[config.mk]
export PLATFORM = sky130hd
export DESIGN_NAME = spi_opq_master
export DESIGN_NICKNAME = d
export VERILOG_FILES = /design/src/rtl/spi_opq_master.sv
export SDC_FILE = /design/constraint.sdc
export NUM_CORES = 1
export LEC_CHECK = 0
export ABC_AREA = 1
export BUFFER_PORTS_ARGS = -buffer_cell sky130_fd_sc_hd__buf_4
export CAP_MARGIN = 30
export CELL_PAD_IN_SITES_DETAIL_PLACEMENT = 1
export CELL_PAD_IN_SITES_GLOBAL_PLACEMENT = 1
export CORE_ASPECT_RATIO = 1.25
export CORE_MARGIN = 1.5
export CORE_UTILIZATION = 28
export DETAILED_ROUTE_END_ITERATION = 8
export PLACE_DENSITY = 0.53
export SLEW_MARGIN = 20
export SYNTH_ARGS = -nofsm -noshare
export SYNTH_HDL_FRONTEND = slang
export SYNTH_SLANG_ARGS = --single-unit
export TNS_END_PERCENT = 50
[constraint.sdc]
create_clock -name clk -period 2.8 [get_ports clk]
set_input_delay 0.56 -clock clk [delete_from_list [all_inputs] [get_ports clk]]
set_output_delay 0.56 -clock clk [all_outputs]
set_load 0.05 [all_outputs]
[src/rtl/spi_opq_master.sv]
module spi_opq_master #(
  parameter int DEPTH  = 16,
  parameter int CNT_W  = 9,
  parameter int CODE_W = 5,
  parameter int DIV_W  = 8
) (
  input  logic                    clk,
  input  logic                    rst_n,
  input  logic                    man_en,
  input  logic [DIV_W-1:0]        clk_div,
  input  logic [CODE_W+CNT_W-1:0] op_wdata,
  input  logic                    op_push,
  output logic                    op_full,
  output logic                    op_empty,
  input  logic [7:0]              tx_wdata,
  input  logic                    tx_push,
  input  logic                    rx_pop,
  output logic [7:0]              rx_rdata,
  output logic                    dq_full,
  output logic                    dq_empty,
  output logic                    err_flag,
  output logic                    spi_sck,
  output logic                    spi_cs_n,
  output logic                    spi_mosi,
  input  logic                    spi_miso
);

  localparam int AW  = $clog2(DEPTH);
  localparam int LW  = AW + 1;
  localparam int OPW = CODE_W + CNT_W;
  localparam logic [CODE_W-1:0] OP_CSH = CODE_W'(0);
  localparam logic [CODE_W-1:0] OP_CSL = CODE_W'(1);
  localparam logic [CODE_W-1:0] OP_TX  = CODE_W'(8);
  localparam logic [CODE_W-1:0] OP_RX  = CODE_W'(12);

  typedef enum logic [1:0] {S_IDLE, S_WAIT, S_SHIFT} st_t;

  logic [OPW-1:0]    oq_mem [DEPTH];
  logic [AW-1:0]     oq_wp, oq_rp;
  logic [LW-1:0]     oq_n;
  logic [7:0]        dq_mem [DEPTH];
  logic [AW-1:0]     dq_wp, dq_rp;
  logic [LW-1:0]     dq_n;

  st_t               st;
  logic              rx_mode;
  logic [CNT_W-1:0]  rem;
  logic [DIV_W-1:0]  tick;
  logic [2:0]        bitn;
  logic [7:0]        tsh, rsh;

  logic [DIV_W-1:0]  hp;
  logic [OPW-1:0]    head;
  logic [CODE_W-1:0] hcode;
  logic [CNT_W-1:0]  hcnt;
  logic              oq_push, op_pop;
  logic              eng_pop, start_rx, edge_t, byte_end, eng_push;
  logic              bus_push, bus_pop, dq_push, dq_pop;
  logic [7:0]        dq_din;

  assign hp       = (clk_div == '0) ? DIV_W'(1) : clk_div;
  assign op_full  = (oq_n == LW'(DEPTH));
  assign op_empty = (oq_n == '0);
  assign dq_full  = (dq_n == LW'(DEPTH));
  assign dq_empty = (dq_n == '0);
  assign rx_rdata = dq_mem[dq_rp];
  assign head     = oq_mem[oq_rp];
  assign hcode    = head[OPW-1:CNT_W];
  assign hcnt     = head[CNT_W-1:0];
  assign spi_mosi = tsh[7];

  assign oq_push  = op_push && man_en && !op_full;
  assign op_pop   = (st == S_IDLE) && man_en && !op_empty;
  assign eng_pop  = (st == S_WAIT) && !rx_mode && !dq_empty;
  assign start_rx = (st == S_WAIT) && rx_mode && !dq_full;
  assign edge_t   = (st == S_SHIFT) && (tick == hp - DIV_W'(1));
  assign byte_end = edge_t && spi_sck && (bitn == 3'd7);
  assign eng_push = byte_end && rx_mode;
  assign bus_push = tx_push && !dq_full && !eng_push;
  assign bus_pop  = rx_pop && !dq_empty && !eng_pop;
  assign dq_push  = eng_push || bus_push;
  assign dq_pop   = eng_pop || bus_pop;
  assign dq_din   = eng_push ? rsh : tx_wdata;

  always_ff @(posedge clk) begin
    if (oq_push) oq_mem[oq_wp] <= op_wdata;
    if (dq_push) dq_mem[dq_wp] <= dq_din;
  end

  always_ff @(posedge clk or negedge rst_n) begin
    if (!rst_n) begin
      oq_wp <= '0; oq_rp <= '0; oq_n <= '0;
      dq_wp <= '0; dq_rp <= '0; dq_n <= '0;
    end else begin
      if (oq_push) oq_wp <= oq_wp + AW'(1);
      if (op_pop)  oq_rp <= oq_rp + AW'(1);
      oq_n <= oq_n + LW'(oq_push) - LW'(op_pop);
      if (dq_push) dq_wp <= dq_wp + AW'(1);
      if (dq_pop)  dq_rp <= dq_rp + AW'(1);
      dq_n <= dq_n + LW'(dq_push) - LW'(dq_pop);
    end
  end

  always_ff @(posedge clk or negedge rst_n) begin
    if (!rst_n) begin
      st <= S_IDLE; rx_mode <= 1'b0; rem <= '0; tick <= '0; bitn <= '0;
      tsh <= '0; rsh <= '0; spi_sck <= 1'b0; spi_cs_n <= 1'b1; err_flag <= 1'b0;
    end else begin
      case (st)
        S_IDLE: if (op_pop) begin
          case (hcode)
            OP_CSH: spi_cs_n <= 1'b1;
            OP_CSL: spi_cs_n <= 1'b0;
            OP_TX, OP_RX: if (hcnt != '0) begin
              rem     <= hcnt;
              rx_mode <= (hcode == OP_RX);
              st      <= S_WAIT;
            end
            default: err_flag <= 1'b1;
          endcase
        end
        S_WAIT: if (eng_pop || start_rx) begin
          tsh  <= eng_pop ? rx_rdata : 8'h00;
          tick <= '0;
          bitn <= '0;
          st   <= S_SHIFT;
        end
        S_SHIFT: if (edge_t) begin
          tick <= '0;
          if (!spi_sck) begin
            spi_sck <= 1'b1;
            rsh     <= {rsh[6:0], spi_miso};
          end else begin
            spi_sck <= 1'b0;
            if (bitn == 3'd7) begin
              rem <= rem - CNT_W'(1);
              st  <= (rem == CNT_W'(1)) ? S_IDLE : S_WAIT;
            end else begin
              bitn <= bitn + 3'd1;
              tsh  <= {tsh[6:0], 1'b0};
            end
          end
        end else begin
          tick <= tick + DIV_W'(1);
        end
        default: st <= S_IDLE;
      endcase
    end
  end


  op_gate_chk: assert property (@(posedge clk) disable iff (!rst_n)
    (!man_en && op_empty) |=> op_empty);


  cs_src_chk: assert property (@(posedge clk) disable iff (!rst_n)
    !$stable(spi_cs_n) |-> $past(op_pop));


  mosi_hold_chk: assert property (@(posedge clk) disable iff (!rst_n)
    $rose(spi_sck) |-> $stable(spi_mosi));


  sck_idle_chk: assert property (@(posedge clk) disable iff (!rst_n)
    op_pop |-> !spi_sck);


  tx_stall_chk: assert property (@(posedge clk) disable iff (!rst_n)
    ((st == S_WAIT) && !rx_mode && dq_empty && !tx_push) |=> (!spi_sck && (st == S_WAIT)));


  err_sticky_chk: assert property (@(posedge clk) disable iff (!rst_n)
    err_flag |=> err_flag);


  count_bound_chk: assert property (@(posedge clk) disable iff (!rst_n)
    (oq_n <= LW'(DEPTH)) && (dq_n <= LW'(DEPTH)));


  dq_room_chk: assert property (@(posedge clk) disable iff (!rst_n)
    eng_push |-> (!dq_full || bus_pop));

endmodule

==> summary.md, run 1 <==
| Metric | Value |
|---|---|
| Met3 Usage GRT | 2.129% |
| First-pass GRT wire length | 84,150 microns |
| CTS clock-pin slew for the worst setup and hold paths | 0.06 ns |
| Met2 GRT Util | 30.16% |
| Vias per Instance | 4.705 |
| Die Wd | 233.2 microns |
| Ys flop type | edfxtp_1 |
| WL/cell | 19.86 microns |
| Antenna violations before repair | 1 |
| CP delay by family, top | simple AND/OR/NAND/NOR gates |
| CTS Buffer Depth | 3 |
| Routed via count | 12,950 |
| Yosys warnings | 0 |
| Synthesized net count | 1,766 |
| Synth top cells by count | 352 x edfxtp_1, 315 x nand2_1, 234 x nor2_1 |
| Final HPWL DP | 33,730 microns |
| CTS HTree Levels | 2 |
| Asr flop ratio synth | 16.19% |
| Nature of the critical path startpoint | input port |
| Fin util | 35.41% |
| Num CTS Buffers | 48 |
| Max Freq | 342.2 MHz |
| Placer Congestion | 0.7935 |
| Worst-Skew Late Latency | 0.61 ns |
| I/O Buffers | 52 |
| Top Usage Layer GRT | met2 |
| Worst r2r src | dq_n[2] |
| Max cap viols | 0 |
| Slew Limit Headroom | 66.36% |
| Skew final | 0.04454 ns |
| Mean Syn Cell Area | 10.92 sq um |
| DIE HEIGHT | 290.7 microns |
| Arr. time, crit path | 3.43 ns |
| Least-Margin Pin Slew | 0.5040 ns |
| Status | finished with violations |
| Tot Pwr | 24.90 mW |
| WP depth | 26 |
| Met1 usage | 19.53% |
| GRT Residual Overflow | 0 |
| CORE AREA | 0.06556 sq mm |
| All-Layer GR Usage | 16.44% |
| Slowest-stage cell, CP | fa_2 |
| Slowest stage delay, CP | 0.37 ns |
| Yosys top cell area share | 56.99% |
| Worst path required time | 3.31 ns |
| Root buffer cell | clkbuf_16 |
| PwrDens | 1072 mW/mm^2 |
| EDFF count, synth | 352 |
| Crit path kind | input port to register |
| I/O pin cnt | 53 |
| RSZ-0062 raised after global routing | true |
| Synth Cell Area | 0.01855 sq mm |
| Post-Place Setup Slack | -0.9854 ns |
| Die Area | 0.06780 sq mm |
| Top-count cell post-synth | edfxtp_1 |
| Final Setup Violations | 8 |
| Area leader, netlist | edfxtp_1 |
| Worst Reg2Reg Path Length in Cells | 17 |
| Fillers | 7,113 |
| Critical Path End Type | register |
| Synth cell types | 43 |
| Pin count of the biggest net entering global routing | 61 |
| Final #Nets | 1,925 |
| Ant diodes | 0 |
| Layout area overhead | 25.18% |
| Reg-to-reg setup timing slack | -0.01 ns |
| Mapped Cells | 1,699 |
| #FFs+latches synth | 420 |
| Final period util | 104.4% |
| Minimum clock period | 2.922 ns |
| Failing checks | setup timing |
| Iter 0 DRT Violations | 607 |
| DRC | 0 |
| Worst reg2reg endpoint | dq_n[4] |
| Worst setup path endpoint | dq_n[4] |
| PnR worst setup slack | -0.1221 ns |
| CP Max Fanout | 5 |
| Endpoints failing hold | 0 |
| Total Wirelength | 54,670 microns |
| Top post-synthesis cells by area | edfxtp_1 57%, dfrtp_1 9.0%, nand2_1 6.4% |
| Layout cells sized above 1 | 19.56% |
| CP dominant cell by count | inv_2 |
| # rows | 105 |
| Vias in the first global route | 14,070 |
| Post-synthesis sequential area ratio | 66.17% |
| Leakage | 8.880 nW |
| Clock sinks | 420 |
| Min-delay worst type | input port to register |
| Crit path launch | clk_div[7] |
| Initial Util | 28.29% |
| WP buf/inv | 6 |
| VDD IR-drop max | 0.5296 mV |
| Slew Limit Fails | 0 |
| Routed Antenna Nets | 0 |
| TritonCTS clock tree | yes |
| Pre-Repair DR Iteration Count | 4 |
logic make-up (layout without fill, tap and decap cells):
kind of cell / Yosys count / after routing / synth area share (%)
AOI/OAI and AO/OA: 274 / 274 / 8.629
xor gates and xnor gates: 31 / 31 / 1.464
adders and majority gates: 30 / 30 / 2.105
buffers and inverters: 220 / 418 / 4.938
DFF: 420 / 420 / 66.17
muxes: 13 / 13 / 0.7016
and+or+nand+nor: 711 / 711 / 15.99
routing by layer:
metal / share of wire (%) / vias up
li1: - / 6188
met1: 41 / 6505
met2: 53 / 168
met3: 2.5 / 90
met4: 3.1 / 2
met5: 0.031 / -
final cells by class:
type | instances | area [sq um] | share of cell area [%]
clock inverters | 31 | 376.6 | 1.622
inverters | 141 | 539.3 | 2.323
flip-flops and latches | 420 | 12280 | 52.90
clock buffers | 58 | 1249 | 5.379
multi-input cells | 1059 | 5736 | 24.70
well taps | 856 | 1071 | 4.613
repair buffers | 188 | 1964 | 8.461
tightest hold or removal path, stage by stage:
cell	delay (ns)
buf_4	0.08
nor2_1	0.03
a21oi_1	0.10
timing repair:
action / CTS / global route
hold endpoints to repair: 22 / 0
gates cloned: 7 / 2
hold buffers: 1 / 0
setup buffers: 8 / 11
pin swaps: 20 / 40
gates resized for setup: 57 / 63
setup endpoints to repair: 27 / 50
how the worst min path moves through the flow:
stage	startpoint	end	depth (start not counted)	slack, ns
6_report	spi_miso	rsh[0]	3	0.21
2_1_floorplan	rst_n	bitn[0]	0	0.26
5_1_grt	spi_miso	rsh[0]	3	0.24
4_1_cts	spi_miso	rsh[0]	3	0.18
3_5_place_dp	rem[7]	rem[7]	2	0.47
3_3_place_gp	rem[7]	rem[7]	2	0.45
power breakdown:
group	switching, mW	internal, mW	leakage [nW]
clock	2.64	3.84	0.795
sequential	0.503	7.56	4.02
combinational	6.60	3.75	4.06
flip-flops by register name, summed over array words and instances, names as in the netlist, 5 cells and up:
signal  count
oq_mem    224
dq_mem    128
rem         9
rsh         8
tick        8
tsh         8
dq_n        5
oq_n        5
per-stage QoR:
step | setup TNS [ns] | instances | hold slack [ns] | area [sq um]
floorplan | -19.40 | 1699 | 0.2644 | 18630
global placement | -106.46 | 2639 | 0.4534 | 20880
detailed placement | -118.27 | 2639 | 0.4671 | 20880
CTS | -0.9858 | 2744 | 0.1830 | 22950
global route | -1.515 | 2753 | 0.2368 | 23220
finish | -0.4105 | 2753 | 0.2136 | 23220
placed cells by master, fill, tap and decap left out, types with 13 or more instances in the layout:
cell type	n
buf_4	137
nand2_1	305
edfxtp_1	352
o21ai_2	13
nor2_4	13
nor2_2	25
nor2_1	199
o221ai_1	13
a21oi_1	21
ha_1	25
inv_1	127
o21ai_1	40
o211ai_1	38
nand2_2	15
dfrtp_1	63
o21ai_0	116
nand3_1	126
clkbuf_16	50
xor2_1	26
buf_12	25
Power figures use the tool's default switching activity.
==> inputs of run 2 (changes only) <==
MAX_ROUTING_LAYER = met4   (was unset)
==> summary.md, run 2 (synthesized netlist as in run 1, its figures left out) <==
| Metric | Value |
|---|---|
| Status | finished with violations |
| Failing checks | setup timing |
| Placed instance area | 0.02088 sq mm |
| First-pass GRT wire length | 84,170 microns |
| Fin area | 0.02322 sq mm |
| I/O pin cnt | 53 |
| Layout area overhead | 25.19% |
| Nature of the critical path startpoint | register |
| Max cap viols | 0 |
| Min-delay src | spi_miso |
| PwrDens | 1073 mW/mm^2 |
| PnR worst setup slack | -0.1282 ns |
| Crit path kind | register to output port |
| CORE AREA | 0.06556 sq mm |
| Vias in the first global route | 14,060 |
| Most common library cell in the layout ignoring fill and taps | edfxtp_1 |
| VDD IR-drop max | 0.5291 mV |
| CP Max Fanout | 8 |
| Skew final | 0.04486 ns |
| CTS Buffer Depth | 3 |
| Num CTS Buffers | 48 |
| Fin util | 35.42% |
| Vias per Instance | 4.729 |
| Routed Antenna Nets | 0 |
| CTS HTree Levels | 2 |
| Psw | 9.752 mW |
| CTS clock-pin slew for the worst setup and hold paths | 0.06 ns |
| Tot Pwr | 24.91 mW |
| Slew Limit Headroom | 66.02% |
| Routed via count | 13,030 |
| All-Layer GR Usage | 16.94% |
| GRT Residual Overflow | 0 |
| TritonCTS clock tree | yes |
| Min-delay worst type | input port to register |
| Layout cells sized above 1 | 19.56% |
| Worst reg2reg endpoint | dq_n[4] |
| Critical Path End Type | output port |
| Least-Margin Pin Slew | 0.5092 ns |
| Final #Nets | 1,925 |
| Antenna violations before repair | 1 |
| Worst r2r src | dq_n[2] |
| Reg power frac | 32.4% |
| P_int | 15.16 mW |
| Arr. time, crit path | 2.37 ns |
| Biggest regs | oq_mem (224), dq_mem (128), rem (9) |
| Final Setup Violations | 7 |
| Endpoints failing hold | 0 |
| Reg-to-reg setup timing slack | -0.01 ns |
| Most frequent cells in the layout | 352 x edfxtp_1, 305 x nand2_1, 199 x nor2_1 |
| Root buffer cell | clkbuf_16 |
| Minimum clock period | 2.928 ns |
| I/O Buffers | 52 |
| Leakage | 8.880 nW |
| Clock Power Share | 26.0% |
| Top reg by flops | oq_mem |
| DRC | 0 |
| Placer Congestion | 0.8047 |
| Initial Util | 28.29% |
| Final HPWL DP | 33,730 microns |
| Hold depth | 3 |
| Combinational share of power | 41.6% |
| Total Wirelength | 54,730 microns |
| Max reg flops | 224 |
| Final period util | 104.6% |
| Worst path required time | 2.24 ns |
| # rows | 105 |
| WL/cell | 19.87 microns |
| Worst Reg2Reg Path Length in Cells | 17 |
| Pre-Repair DR Iteration Count | 4 |
| Setup_tns | -0.4599 ns |
| WHS Endpoint | rsh[0] |
| Die Area | 0.06780 sq mm |
| Max Freq | 341.5 MHz |
| RSZ-0062 raised after global routing | true |
| Die Wd | 233.2 microns |
| Switching share of power | 39.15% |
| DIE HEIGHT | 290.7 microns |
| Pin count of the biggest net entering global routing | 61 |
| Worst-Skew Late Latency | 0.61 ns |
| Slew Limit Fails | 0 |
| Clock sinks | 420 |
| Iter 0 DRT Violations | 618 |
run 2: cell types whose count changed in the layout (fill, tap and decap cells not counted), sizes merged:
cell	delta
diode	+1
run 2: cell type report:
| class | count | area [sq um] |
|---|---|---|
| fill | 7113 | 42340 |
| antenna | 1 | 2.502 |
| clock buffer | 58 | 1249 |
| sequential | 420 | 12280 |
| multi-input combinational | 1059 | 5736 |
| inverter | 141 | 539.3 |
| clock inverter | 31 | 376.6 |
| tap | 856 | 1071 |
| timing repair buffer | 188 | 1964 |
run 2: what timing repair did:
item,CTS,global route
gates resized for setup,57,63
hold buffers,1,0
hold endpoints to repair,22,0
setup endpoints to repair,27,50
setup buffers,8,11
gates cloned,7,2
pin swaps,20,40
run 2: layer usage:
| layer | GRT usage (%) | up-vias | part of all wire [%] |
|---|---|---|---|
| li1 | - | 6193 | - |
| met2 | 30.09 | 174 | 53 |
| met1 | 19.61 | 6569 | 42 |
| met5 | - | - | 0 |
| met3 | 2.119 | 89 | 2.5 |
| met4 | 5.429 | 0 | 3.1 |
run 2: how the worst max path moves through the flow:
| stage | cells past startpoint | to | startpoint |
|---|---|---|---|
| floorplan | 26 | dq_n[4] | clk_div[3] |
| CTS | 26 | dq_n[4] | clk_div[4] |
| global route | 26 | dq_n[4] | clk_div[2] |
| finish | 7 | rx_rdata[2] | dq_rp[0] |
| detailed placement | 26 | dq_n[4] | clk_div[1] |
| global placement | 26 | dq_n[4] | clk_div[4] |
run 2: worst max-delay path, cell delays in order, from the launching register on:
cell,delay [ns]
dfrtp_2,0.47
buf_6,0.18
buf_16,0.15
o21ai_0,0.26
o211ai_1,0.22
o211ai_1,0.16
nand2_1,0.13
buf_6,0.18
run 2: through the flow:
step,std cells,hold WS [ns],setup slack (ns)
after floorplan,1699,0.2644,-0.6701
after global placement,2639,0.4534,-0.9180
after global routing,2754,0.2369,-0.3095
after CTS,2744,0.1830,-0.2095
after detailed placement,2639,0.4671,-0.9854
final,2754,0.2121,-0.1282
run 2: power by group through the flow:
| stage | sequential [mW] | combinational [mW] | clock, mW |
|---|---|---|---|
| after CTS | 8.06 | 10.3 | 6.67 |
| after detailed placement | 8.15 | 9.34 | 0 |
| final | 8.06 | 10.4 | 6.48 |
| after global routing | 8.15 | 11.5 | 6.87 |
| after floorplan | 8.05 | 6.00 | 0 |
| after global placement | 8.13 | 9.13 | 0 |
==> inputs of run 3 (changes only) <==
CORE_UTILIZATION = 45   (was 28)
PLACE_DENSITY = 0.77   (was 0.53)
==> summary.md, run 3 (synthesized netlist as in run 1, its figures left out) <==
| Metric | Value |
|---|---|
| Antenna violations before repair | 0 |
| Vias in the first global route | 13,990 |
| DIE HEIGHT | 230.0 microns |
| GRT Residual Overflow | 0 |
| CP cell instances | inv_1, ha_1, nand3_1, nor2_1, inv_1, nand3_1, clkinv_1, a21oi_2, inv_1, ha_4, inv_2, ha_4, fa_2, a21oi_2, nor2_1, nor2_1, xor2_1 |
| Layout cells sized above 1 | 18.63% |
| Setup_tns | -1.534 ns |
| Biggest regs | oq_mem (224), dq_mem (128), rem (9) |
| WP buf/inv | 5 |
| Worst path required time | 3.29 ns |
| Tot Pwr | 24.37 mW |
| Worst-Skew Late Latency | 0.57 ns |
| Layout area overhead | 21.67% |
| Num CTS Buffers | 44 |
| TritonCTS clock tree | yes |
| CTS clock-pin slew for the worst setup and hold paths | 0.06 ns |
| Slew Limit Fails | 0 |
| CTS HTree Levels | 2 |
| Failing checks | setup timing |
| Placer Congestion | 0.8461 |
| Slowest stage delay, CP | 0.39 ns |
| Skew final | 0.02216 ns |
| Critical Path End Type | register |
| Iter 0 DRT Violations | 911 |
| Nature of the critical path startpoint | register |
| Routed Antenna Nets | 0 |
| Most common library cell in the layout ignoring fill and taps | edfxtp_1 |
| First-pass GRT wire length | 79,280 microns |
| RSZ-0062 raised after global routing | true |
| Die Wd | 184.6 microns |
| Final Setup Violations | 10 |
| Crit path kind | register to register |
| Final period util | 110.1% |
| Total Wirelength | 54,530 microns |
| Arr. time, crit path | 3.58 ns |
| Routed via count | 13,620 |
| WL/cell | 22.39 microns |
| Final HPWL DP | 31,630 microns |
| Final #Nets | 1,920 |
| Ant diodes | 0 |
| DRC | 0 |
| CP Max Fanout | 2 |
| CP delay by family, top | adder cells |
| CORE AREA | 0.04042 sq mm |
| Status | finished with violations |
| Slew Limit Headroom | 48.33% |
| Slowest-stage cell, CP | dfrtp_1 |
| Leakage | 8.776 nW |
| CTS Buffer Depth | 3 |
| Top reg by flops | oq_mem |
| VDD IR-drop max | 0.9743 mV |
| Least-Margin Pin Slew | 0.7742 ns |
| Die Area | 0.04245 sq mm |
| Fin util | 55.82% |
| Minimum clock period | 3.082 ns |
| Root buffer cell | clkbuf_16 |
| I/O pin cnt | 53 |
| Clock sinks | 420 |
| Pre-Repair DR Iteration Count | 5 |
| I/O Buffers | 52 |
| Endpoints failing hold | 0 |
| Max cap viols | 0 |
| # rows | 82 |
| Min-delay worst type | input port to register |
| Initial Util | 45.88% |
| PwrDens | 1080 mW/mm^2 |
| Most frequent cells in the layout | 352 x edfxtp_1, 306 x nand2_1, 214 x nor2_1 |
| Pin count of the biggest net entering global routing | 102 |
| Vias per Instance | 5.594 |
| Max Freq | 324.4 MHz |
| All-Layer GR Usage | 25.27% |
| Max reg flops | 224 |
| PnR worst setup slack | -0.2822 ns |
[run 3: changes by cell type in the layout (fill, tap and decap cells not counted), moves of 5 or more]
cell	change
o21ai_2	-5
o21ai_4	+8
o21ai_0	-6
nor2_1	+15
buf_6	+6
nor2_2	-13
[run 3: final cells by class]
class	count	area (sq um)
Clock buffer	56	1166
Clock inverter	26	286.5
Fill cell	4277	17860
Inverter	141	535.5
Multi-Input combinational cell	1059	5731
Sequential cell	420	12280
Tap cell	546	683.2
Timing Repair Buffer	186	1867
Timing Repair inverter	1	16.27
[run 3: worst paths after layout]
check / start / endpoint / slack (ns) / cells past startpoint
max: dq_n[3] / dq_n[4] / -0.28 / 17
min: op_wdata[7] / oq_mem[2][7] / 0.30 / 1
max reg2reg: dq_n[3] / dq_n[4] / -0.28 / 17
min reg2reg: spi_cs_n / spi_cs_n / 0.48 / 2
max in group asynchronous: rst_n / tick[1] / 1.63 / 3
min in group asynchronous: rst_n / oq_wp[2] / 0.53 / 2
[run 3: stage by stage]
| step | hold slack (ns) | instances | instance area (sq um) | worst slack, ns |
|---|---|---|---|---|
| after floorplan | 0.2644 | 1699 | 18630 | -0.6701 |
| after global placement | 0.4607 | 2313 | 20230 | -0.7555 |
| after detailed placement | 0.4772 | 2313 | 20230 | -0.9256 |
| after CTS | 0.2221 | 2417 | 22080 | -0.1162 |
| after global routing | 0.2977 | 2435 | 22570 | -0.4934 |
| final | 0.2964 | 2435 | 22570 | -0.2822 |
[run 3: metal layers]
metal  up-vias  global-route usage, %  wire [microns]
met4         0                  9.990            2685
met5         -                      -               0
li1       6178                      -               -
met3       162                  3.168            2776
met1      6840                  29.11           20640
met2       441                  44.50           28420
[run 3: what timing repair did]
action,4_1_cts,5_1_grt
resized for setup,53,82
setup endpoints to repair,26,187
pin swaps,34,31
endpoints found under the hold margin,21,0
hold buffers,1,0
cloned,4,2
setup buffers,17,17
[run 3: power breakdown]
group | leakage (nW) | internal [mW] | switching, mW
Clock | 0.715 | 3.44 | 2.49
Combinational | 4.04 | 3.62 | 6.71
Sequential | 4.02 | 7.56 | 0.541
Total | 8.78 | 14.6 | 9.75
